### src/rtl/smi_pkg.sv
// Package: bit map and sticky-source indices shared by the SMI status block.
// Assumes a 32-bit register word.
package smi_pkg;

    localparam int REG_W = 32;

    localparam int POS_BIOS  = 2;
    localparam int POS_USB   = 3;
    localparam int POS_SLP   = 4;
    localparam int POS_APM   = 5;
    localparam int POS_SWTMR = 6;
    localparam int POS_PM1   = 8;
    localparam int POS_GPE0  = 9;
    localparam int POS_GPI   = 10;
    localparam int POS_MC    = 11;

    typedef enum int {
        STK_BIOS  = 0,
        STK_SLP   = 1,
        STK_APM   = 2,
        STK_SWTMR = 3,
        STK_MC    = 4
    } sticky_idx_e;

    localparam int NUM_STICKY = 5;
    localparam int NUM_SUMMARY = 4;

    // Maps a sticky-source index to its bit position in the word.
    function automatic int sticky_pos(input int idx);
        case (idx)
            STK_BIOS:  return POS_BIOS;
            STK_SLP:   return POS_SLP;
            STK_APM:   return POS_APM;
            STK_SWTMR: return POS_SWTMR;
            default:   return POS_MC;
        endcase
    endfunction

    // Maps a summary index (0 usb, 1 pm1, 2 gpe0, 3 gpi) to its bit position.
    function automatic int summary_pos(input int idx);
        case (idx)
            0:       return POS_USB;
            1:       return POS_PM1;
            2:       return POS_GPE0;
            default: return POS_GPI;
        endcase
    endfunction

endpackage

### src/rtl/smi_sticky_bits.sv
// Module: bank of sticky status flags.
// Each flag sets on its qualified pulse and clears on its clear strobe.
// Set has priority over clear in the same cycle.
// Assumes the set and clear inputs are synchronous to clk.
module smi_sticky_bits #(
    parameter int N = 5
) (
    input  logic         clk,
    input  logic         rst_n,
    input  logic [N-1:0] set_i,
    input  logic [N-1:0] clr_i,
    output logic [N-1:0] flag_q
);

    // Capture events and apply write-1-to-clear, set winning.
    always_ff @(posedge clk) begin
        if (!rst_n) begin
            flag_q <= '0;
        end else begin
            flag_q <= set_i | (flag_q & ~clr_i);
        end
    end

endmodule

### src/rtl/smi_summary.sv
// Module: live summary of a status vector gated by its enable vector.
// The output is the OR of the bitwise AND of the two vectors.
// Purely combinational; no state.
module smi_summary #(
    parameter int W = 8
) (
    input  logic [W-1:0] sts_i,
    input  logic [W-1:0] en_i,
    output logic         hit_o
);

    // Reduce the enabled status bits to one flag.
    always_comb begin
        hit_o = |(sts_i & en_i);
    end

endmodule

### src/rtl/smi_irq_combine.sv
// Module: forms the active-low SMI request from the sticky flags and the summaries.
// The microcontroller flag counts only with its own enable.
// Every other sticky flag, and every summary, counts unconditionally.
module smi_irq_combine
    import smi_pkg::*;
(
    input  logic [NUM_STICKY-1:0]  flag_i,
    input  logic                   mc_en_i,
    input  logic [NUM_SUMMARY-1:0] summ_i,
    output logic                   smi_n_o
);

    logic [NUM_STICKY-1:0] elig;

    // Per-flag eligibility; only the microcontroller flag has a gate.
    for (genvar i = 0; i < NUM_STICKY; i++) begin : g_elig
        if (i == STK_MC) begin : g_gated
            assign elig[i] = flag_i[i] & mc_en_i;
        end else begin : g_open
            assign elig[i] = flag_i[i];
        end
    end

    // Combine all eligible causes into the active-low request.
    always_comb begin
        smi_n_o = ~((|elig) | (|summ_i));
    end

endmodule

### src/rtl/smi_status_agg.sv
// Module: SMI status register.
// Holds five sticky causes and four live summary causes.
// Reads are combinational, with a write-1-to-clear port.
// Drives the active-low SMI request.
// Assumes event pulses last one clock and bus signals are synchronous.
module smi_status_agg
    import smi_pkg::*;
#(
    parameter int          GPI_W      = 16,
    parameter int          GPE_W      = 16,
    parameter int          PM1_W      = 8,
    parameter int          USB_W      = 8,
    parameter int          ADDR_W     = 8,
    parameter logic [7:0]  REG_OFFSET = 8'h34
) (
    input  logic              clk,
    input  logic              rst_n,
    input  logic              ev_mc_access,
    input  logic              mc_smi_en,
    input  logic              ev_swsmi_expire,
    input  logic              ev_apm_write,
    input  logic              apm_en,
    input  logic              ev_slp_write1,
    input  logic              slp_smi_en,
    input  logic              ev_gbl_rls,
    input  logic              bios_en,
    input  logic [GPI_W-1:0]  gpi_sts,
    input  logic [GPI_W-1:0]  gpi_route,
    input  logic [GPI_W-1:0]  gpi_en,
    input  logic [GPE_W-1:0]  gpe0_sts,
    input  logic [GPE_W-1:0]  gpe0_en,
    input  logic [PM1_W-1:0]  pm1_sts,
    input  logic [PM1_W-1:0]  pm1_en,
    input  logic [USB_W-1:0]  usb_sts,
    input  logic [USB_W-1:0]  usb_en,
    input  logic [ADDR_W-1:0] reg_addr,
    input  logic              reg_wr,
    input  logic [REG_W-1:0]  reg_wdata,
    output logic [REG_W-1:0]  reg_rdata,
    output logic              smi_n
);

    localparam logic [ADDR_W-1:0] OFF = ADDR_W'(REG_OFFSET);

    logic                   addr_hit;
    logic                   wr_hit;
    logic [NUM_STICKY-1:0]  set_v;
    logic [NUM_STICKY-1:0]  clr_v;
    logic [NUM_STICKY-1:0]  flag_q;
    logic [NUM_SUMMARY-1:0] summ;
    logic [GPI_W-1:0]       gpi_gate;
    logic [REG_W-1:0]       word;

    // Decode the register address and the write strobe.
    always_comb begin
        addr_hit = (reg_addr == OFF);
        wr_hit   = reg_wr & addr_hit;
    end

    // Qualify each event pulse with its capture enable.
    always_comb begin
        set_v            = '0;
        set_v[STK_BIOS]  = ev_gbl_rls & bios_en;
        set_v[STK_SLP]   = ev_slp_write1 & slp_smi_en;
        set_v[STK_APM]   = ev_apm_write & apm_en;
        set_v[STK_SWTMR] = ev_swsmi_expire;
        set_v[STK_MC]    = ev_mc_access;
    end

    // Route each write-data bit to the sticky flag it clears.
    for (genvar i = 0; i < NUM_STICKY; i++) begin : g_clr
        assign clr_v[i] = wr_hit & reg_wdata[sticky_pos(i)];
    end

    smi_sticky_bits #(.N(NUM_STICKY)) u_flags (
        .clk    (clk),
        .rst_n  (rst_n),
        .set_i  (set_v),
        .clr_i  (clr_v),
        .flag_q (flag_q)
    );

    // A general-purpose input counts only when routed and enabled.
    always_comb begin
        gpi_gate = gpi_route & gpi_en;
    end

    smi_summary #(.W(USB_W)) u_sum_usb (
        .sts_i (usb_sts),
        .en_i  (usb_en),
        .hit_o (summ[0])
    );

    smi_summary #(.W(PM1_W)) u_sum_pm1 (
        .sts_i (pm1_sts),
        .en_i  (pm1_en),
        .hit_o (summ[1])
    );

    smi_summary #(.W(GPE_W)) u_sum_gpe0 (
        .sts_i (gpe0_sts),
        .en_i  (gpe0_en),
        .hit_o (summ[2])
    );

    smi_summary #(.W(GPI_W)) u_sum_gpi (
        .sts_i (gpi_sts),
        .en_i  (gpi_gate),
        .hit_o (summ[3])
    );

    // Assemble the readable word; unlisted positions stay zero.
    always_comb begin
        word = '0;
        for (int i = 0; i < NUM_STICKY; i++) begin
            word[sticky_pos(i)] = flag_q[i];
        end
        for (int j = 0; j < NUM_SUMMARY; j++) begin
            word[summary_pos(j)] = summ[j];
        end
    end

    // Present the word only when the register is addressed.
    always_comb begin
        reg_rdata = addr_hit ? word : '0;
    end

    smi_irq_combine u_irq (
        .flag_i  (flag_q),
        .mc_en_i (mc_smi_en),
        .summ_i  (summ),
        .smi_n_o (smi_n)
    );

endmodule

### config.mk
export PLATFORM = sky130hd
export DESIGN_NAME = smi_status_agg
export DESIGN_NICKNAME = d
export VERILOG_FILES = /design/src/rtl/smi_pkg.sv /design/src/rtl/smi_sticky_bits.sv /design/src/rtl/smi_summary.sv /design/src/rtl/smi_irq_combine.sv /design/src/rtl/smi_status_agg.sv
export SDC_FILE = /design/constraint.sdc
export NUM_CORES = 1
export LEC_CHECK = 0
export ABC_AREA = 1
export BUFFER_PORTS_ARGS = -buffer_cell sky130_fd_sc_hd__clkbuf_2
export CAP_MARGIN = 20
export CORE_AREA = 2 2 77 79
export CTS_CLUSTER_SIZE = 10
export DETAILED_ROUTE_END_ITERATION = 7
export DIE_AREA = 0 0 79 81
export PLACE_DENSITY = 0.69
export SLEW_MARGIN = 10
export SYNTH_ARGS = -nofsm -noshare
export SYNTH_HDL_FRONTEND = slang
export SYNTH_SLANG_ARGS = --single-unit
### constraint.sdc
create_clock -name clk -period 1.4 [get_ports clk]
set_clock_uncertainty 0.2 [all_clocks]
set_input_delay 0.07 -clock clk [delete_from_list [all_inputs] [get_ports clk]]
set_output_delay 0.07 -clock clk [all_outputs]
set_load 0.005 [all_outputs]
# Yosys cells after proc, flatten, opt, wreduce, memory -nomap -nowiden
# Cells that the tools add are included.
# word_totals
ff_bits	5
in_bits	164
out_inout_bits	33
elab_cells	29
# op_classes
n_eq_ne	1
mux	1
bitwise	20
reduce_logical	6
# ops
op	count
$and A16 B16 Y16	3
$reduce_or A48 Y1	1
$reduce_or A16 Y1	2
$and A8 B8 Y8	2
$reduce_or A8 Y1	2
$mux W12	1
$and A1 B1 Y1	10
$eq A8 B6 Y1 const B	1
$and A5 B5 Y5	1
$not A5 Y5	1
$or A5 B5 Y5	1
$reduce_or A5 Y1	1
$not A1 Y1	1
$or A1 B1 Y1	1

# Logic depth before layout (Yosys ltp)
# logic_depth
depth_word	6
ltp_mapped	7
depth_no_buf	7

# Hierarchy
# A second synthesis with hierarchy kept.
# hier_totals
cells_unflattened	237
area_unflattened_um2	1086.0
# by_module_without_submodules
mod	n_inst	cells_each	area_each_um2	seq_area_each_um2
smi_status_agg	1	103	486.7	0.0
smi_summary (u_sum_gpe0 ...)	2	35	133.9	0.0
smi_sticky_bits	1	26	185.2	100.1
smi_summary (u_sum_pm1 ...)	2	15	56.3	0.0
smi_irq_combine	1	8	33.8	0.0

# Worst setup path before layout
# Ideal clock, no wire load.
# synth_timing
kind	flip-flop to output port
startpoint	register u_flags.flag_q[1]
endpoint	output port smi_n
t_arrival_ps	799
required_time_ps	1130
slack_ps	331
stages_incl_launch_ff	8
n_path_buf	0
cell_sequence	dfxtp_1 -> nor2_1 -> nand2_1 -> nor2_1 -> nand3_1 -> nor2_1 -> nand2_1 -> nor2_1
# synth_via
elab_chain_cells	3
# synth_lines
element	line_no	source
start, declared	smi_sticky_bits.sv:12	output logic [N-1:0] flag_q
start signal, assigned	smi_sticky_bits.sv:20	flag_q <= set_i | (flag_q & ~clr_i);
$reduce_or A5 Y1	smi_irq_combine.sv:26	smi_n_o = ~((|elig) | (|summ_i));
$or A1 B1 Y1	smi_irq_combine.sv:26	
$not A1 Y1	smi_irq_combine.sv:26	
end, declared	smi_status_agg.sv:40	output logic smi_n
# Every way passes these cells.

# Final worst setup path
# layout_timing
startpoint	register u_flags.flag_q[3]
endpoint	output port smi_n
# The elaborated chain is that of the path after synthesis.

==> impl_metrics.env <==
export IMPL_status="complete, but fails checks"
export IMPL_failed_checks="negative setup slack"
export IMPL_ff_latch_area_um2=101
export IMPL_drt_iter0_drc=25
export IMPL_grt_use_met3=0.0178
export IMPL_maxCapViolations=0
export IMPL_root_buffer="clkbuf_8"
export IMPL_stdcell_count=415
export IMPL_p_per_area_nw_per_um2=433
export IMPL_synth_cell_types=14
export IMPL_totalWireLength_um=3620
export IMPL_initial_core_util=0.159
export IMPL_grt_max_degree=10
export IMPL_fp_dieH_um=81
export IMPL_clk_pin_slew_ns=0.04
export IMPL_holdCritPathClass="primary input to register"
export IMPL_fin_ws_ns=-0.0872
export IMPL_critPathArrivalTime_ns=1.22
export IMPL_fin_util=0.325
export IMPL_n_fill_cell=654
export IMPL_track_usage=0.105
export IMPL_die_area_um2=6400
export IMPL_io_pins=197
export IMPL_multiInputGateArea_um2=671
export IMPL_grt_pass1_vias=1468
export IMPL_cts_buffer_depth=2
export IMPL_place_area_um2=1650
export IMPL_regToRegSetupSlack_ns=0.50
export IMPL_remaining_drc_errors=0
export IMPL_r2r_cells=3
export IMPL_max_freq_mhz=672
export IMPL_grt_first_pass_wirelength_um=5420
export IMPL_htreeDepth=1
export IMPL_port_buffer_count=146
export IMPL_drive_gt1_frac=0.485
export IMPL_vias_per_cell=3.85
export IMPL_clock_sinks=5
export IMPL_startpoint_type="register"
export IMPL_period_share=1.06
export IMPL_drt_antenna_violating_nets=0
export IMPL_p_leak_uw=0.00118
export IMPL_synth_cells=175
export IMPL_crit_type="register to output pin"
export IMPL_hold_path_end="u_flags.flag_q[3]"
export IMPL_grt_met1_usage=0.0898
export IMPL_cp_max_fo=3
export IMPL_core_um2=5680
export IMPL_end_kind="output pin"
export IMPL_dp_slack_ns=0.0350
export IMPL_cts_buffers_inserted=3
export IMPL_num_rows=28
export IMPL_hold_path_startpoint="reg_wr"
export IMPL_use_met2=0.236
export IMPL_worstReg2RegStart="u_flags.flag_q[1]"
export IMPL_wire_per_inst_um=8.72
export IMPL_layout_commonest_cell="clkbuf_2"
export IMPL_dpl_cell_count=397
export IMPL_gp_congestion=0.766
export IMPL_largest_reg_flops=5
export IMPL_top_register="u_flags.flag_q"
export IMPL_final_area_um2=1840
export IMPL_final_hold_viol_count=0
export IMPL_dr_pass1_iters=4
export IMPL_grt_antenna_before_repair=0
export IMPL_largestRegisters="u_flags.flag_q: 5 flops"
export IMPL_ys_warn_count=0
export IMPL_grt_setup_unrepaired="true"
export IMPL_setup_viol=1
export IMPL_insertion_delay_ns=0.22
export IMPL_grt_busiest_layer="met2"
export IMPL_min_path_cells=4
export IMPL_ir_drop_uv=198
export IMPL_ys_seq_area_frac=0.111
export IMPL_overflow=0
export IMPL_area_growth_pct=105
export IMPL_die_w_um=79
export IMPL_dp_hpwl_um=3160
export IMPL_synth_seq_cells=5
export IMPL_syn_mean_instance_area_um2=5.15
export IMPL_synthesis_area_um2=901
export IMPL_cts_tree="built"
export IMPL_fin_crit_ns=1.49
export IMPL_antenna_cells=0
export IMPL_fin_nets=505
export IMPL_final_max_slew_viol_count=0
export IMPL_vias=1599
export IMPL_crit_required_ns=1.13
export IMPL_worstReg2RegEnd="u_flags.flag_q[1]"
export IMPL_mostFrequentLayoutCells="145 x clkbuf_2, 73 x nand2_1, 23 x conb_1, 22 x nand3_1, 20 x nor2_1"
## worst max-delay path by stage
stage | start | endpoint | slack [ns] | cells past startpoint
floorplan | u_flags.flag_q[1] | smi_n | 0.33 | 7
global placement | u_flags.flag_q[3] | smi_n | 0.05 | 8
detailed placement | u_flags.flag_q[3] | smi_n | 0.04 | 8
CTS | u_flags.flag_q[3] | smi_n | -0.17 | 8
global route | u_flags.flag_q[3] | smi_n | -0.21 | 8
finish | u_flags.flag_q[3] | smi_n | -0.09 | 8
## final cells by class
cell class,instances,area share
Timing Repair Buffer,162,0.480
Clock buffer,4,0.0244
Inverter,12,0.0258
Tap cell,75,0.0509
Sequential cell,5,0.0550
Multi-Input combinational cell,157,0.364
## where the power goes
group	leakage, uW	switching (uW)	internal (uW)	total [uW]
clock network	0.0000228	74.8	196	271
registers	0.0000418	7.22	154	161
logic	0.00111	150	216	367
## synthesized netlist by cell type
cell     number  area [um2]
dfxtp_1       5         100
inv_1        11        41.3
a21oi_1       5        25.0
nor2_2        4        25.0
and2_1        2        12.5
buf_4        23         173
nand2_1      73         274
nor2_4        1        11.3
inv_4         1        6.26
a21oi_2       3        26.3
nand2_2       1        6.26
conb_1        1        3.75
nor2_1       23        86.3
nand3_1      22         110
## layer usage
metal / share of wire / vias to the layer above
met5: 0 / -
met2: 0.56 / 102
met4: 0.013 / 0
li1: - / 826
met3: 0.11 / 6
met1: 0.32 / 665
## stage by stage
stage	hold slack, ns	TNS [ns]	power [uW]
after global placement	0.0958	0	492
final	0.0176	-0.0872	799
after global routing	0.0523	-0.208	863
after detailed placement	0.112	0	498
after CTS	0.00715	-0.171	807
after floorplan	0.00397	0	330
## timing repair
| action | 4_1_cts | 5_1_grt |
|---|---|---|
| setup buffers | 0 | 0 |
| endpoints found under the hold margin | 5 | 0 |
| hold buffers | 14 | 0 |
| gates resized for setup | 2 | 3 |
| endpoints found under the setup margin | 1 | 1 |
## worst max-delay path, stage by stage, from the launching register on
cell and delay (ns):
dfxtp_2 0.32, nor2_2 0.10, nand2_1 0.06, nor2_2 0.09, nand3_1 0.08, nor2_2 0.10, nand2_1 0.05, nor2_1 0.07
buf_2 0.12
## logic make-up (layout without fill, tap and decap cells)
family / Yosys count / count (layout) / synth area share
buffers and inverters: 35 / 178 / 0.244
other: 1 / 23 / 0.00416
DFF: 5 / 5 / 0.111
AOI/OAI and AO/OA: 8 / 8 / 0.0569
and+or+nand+nor: 126 / 126 / 0.583
(Power assumes the default switching activity.)
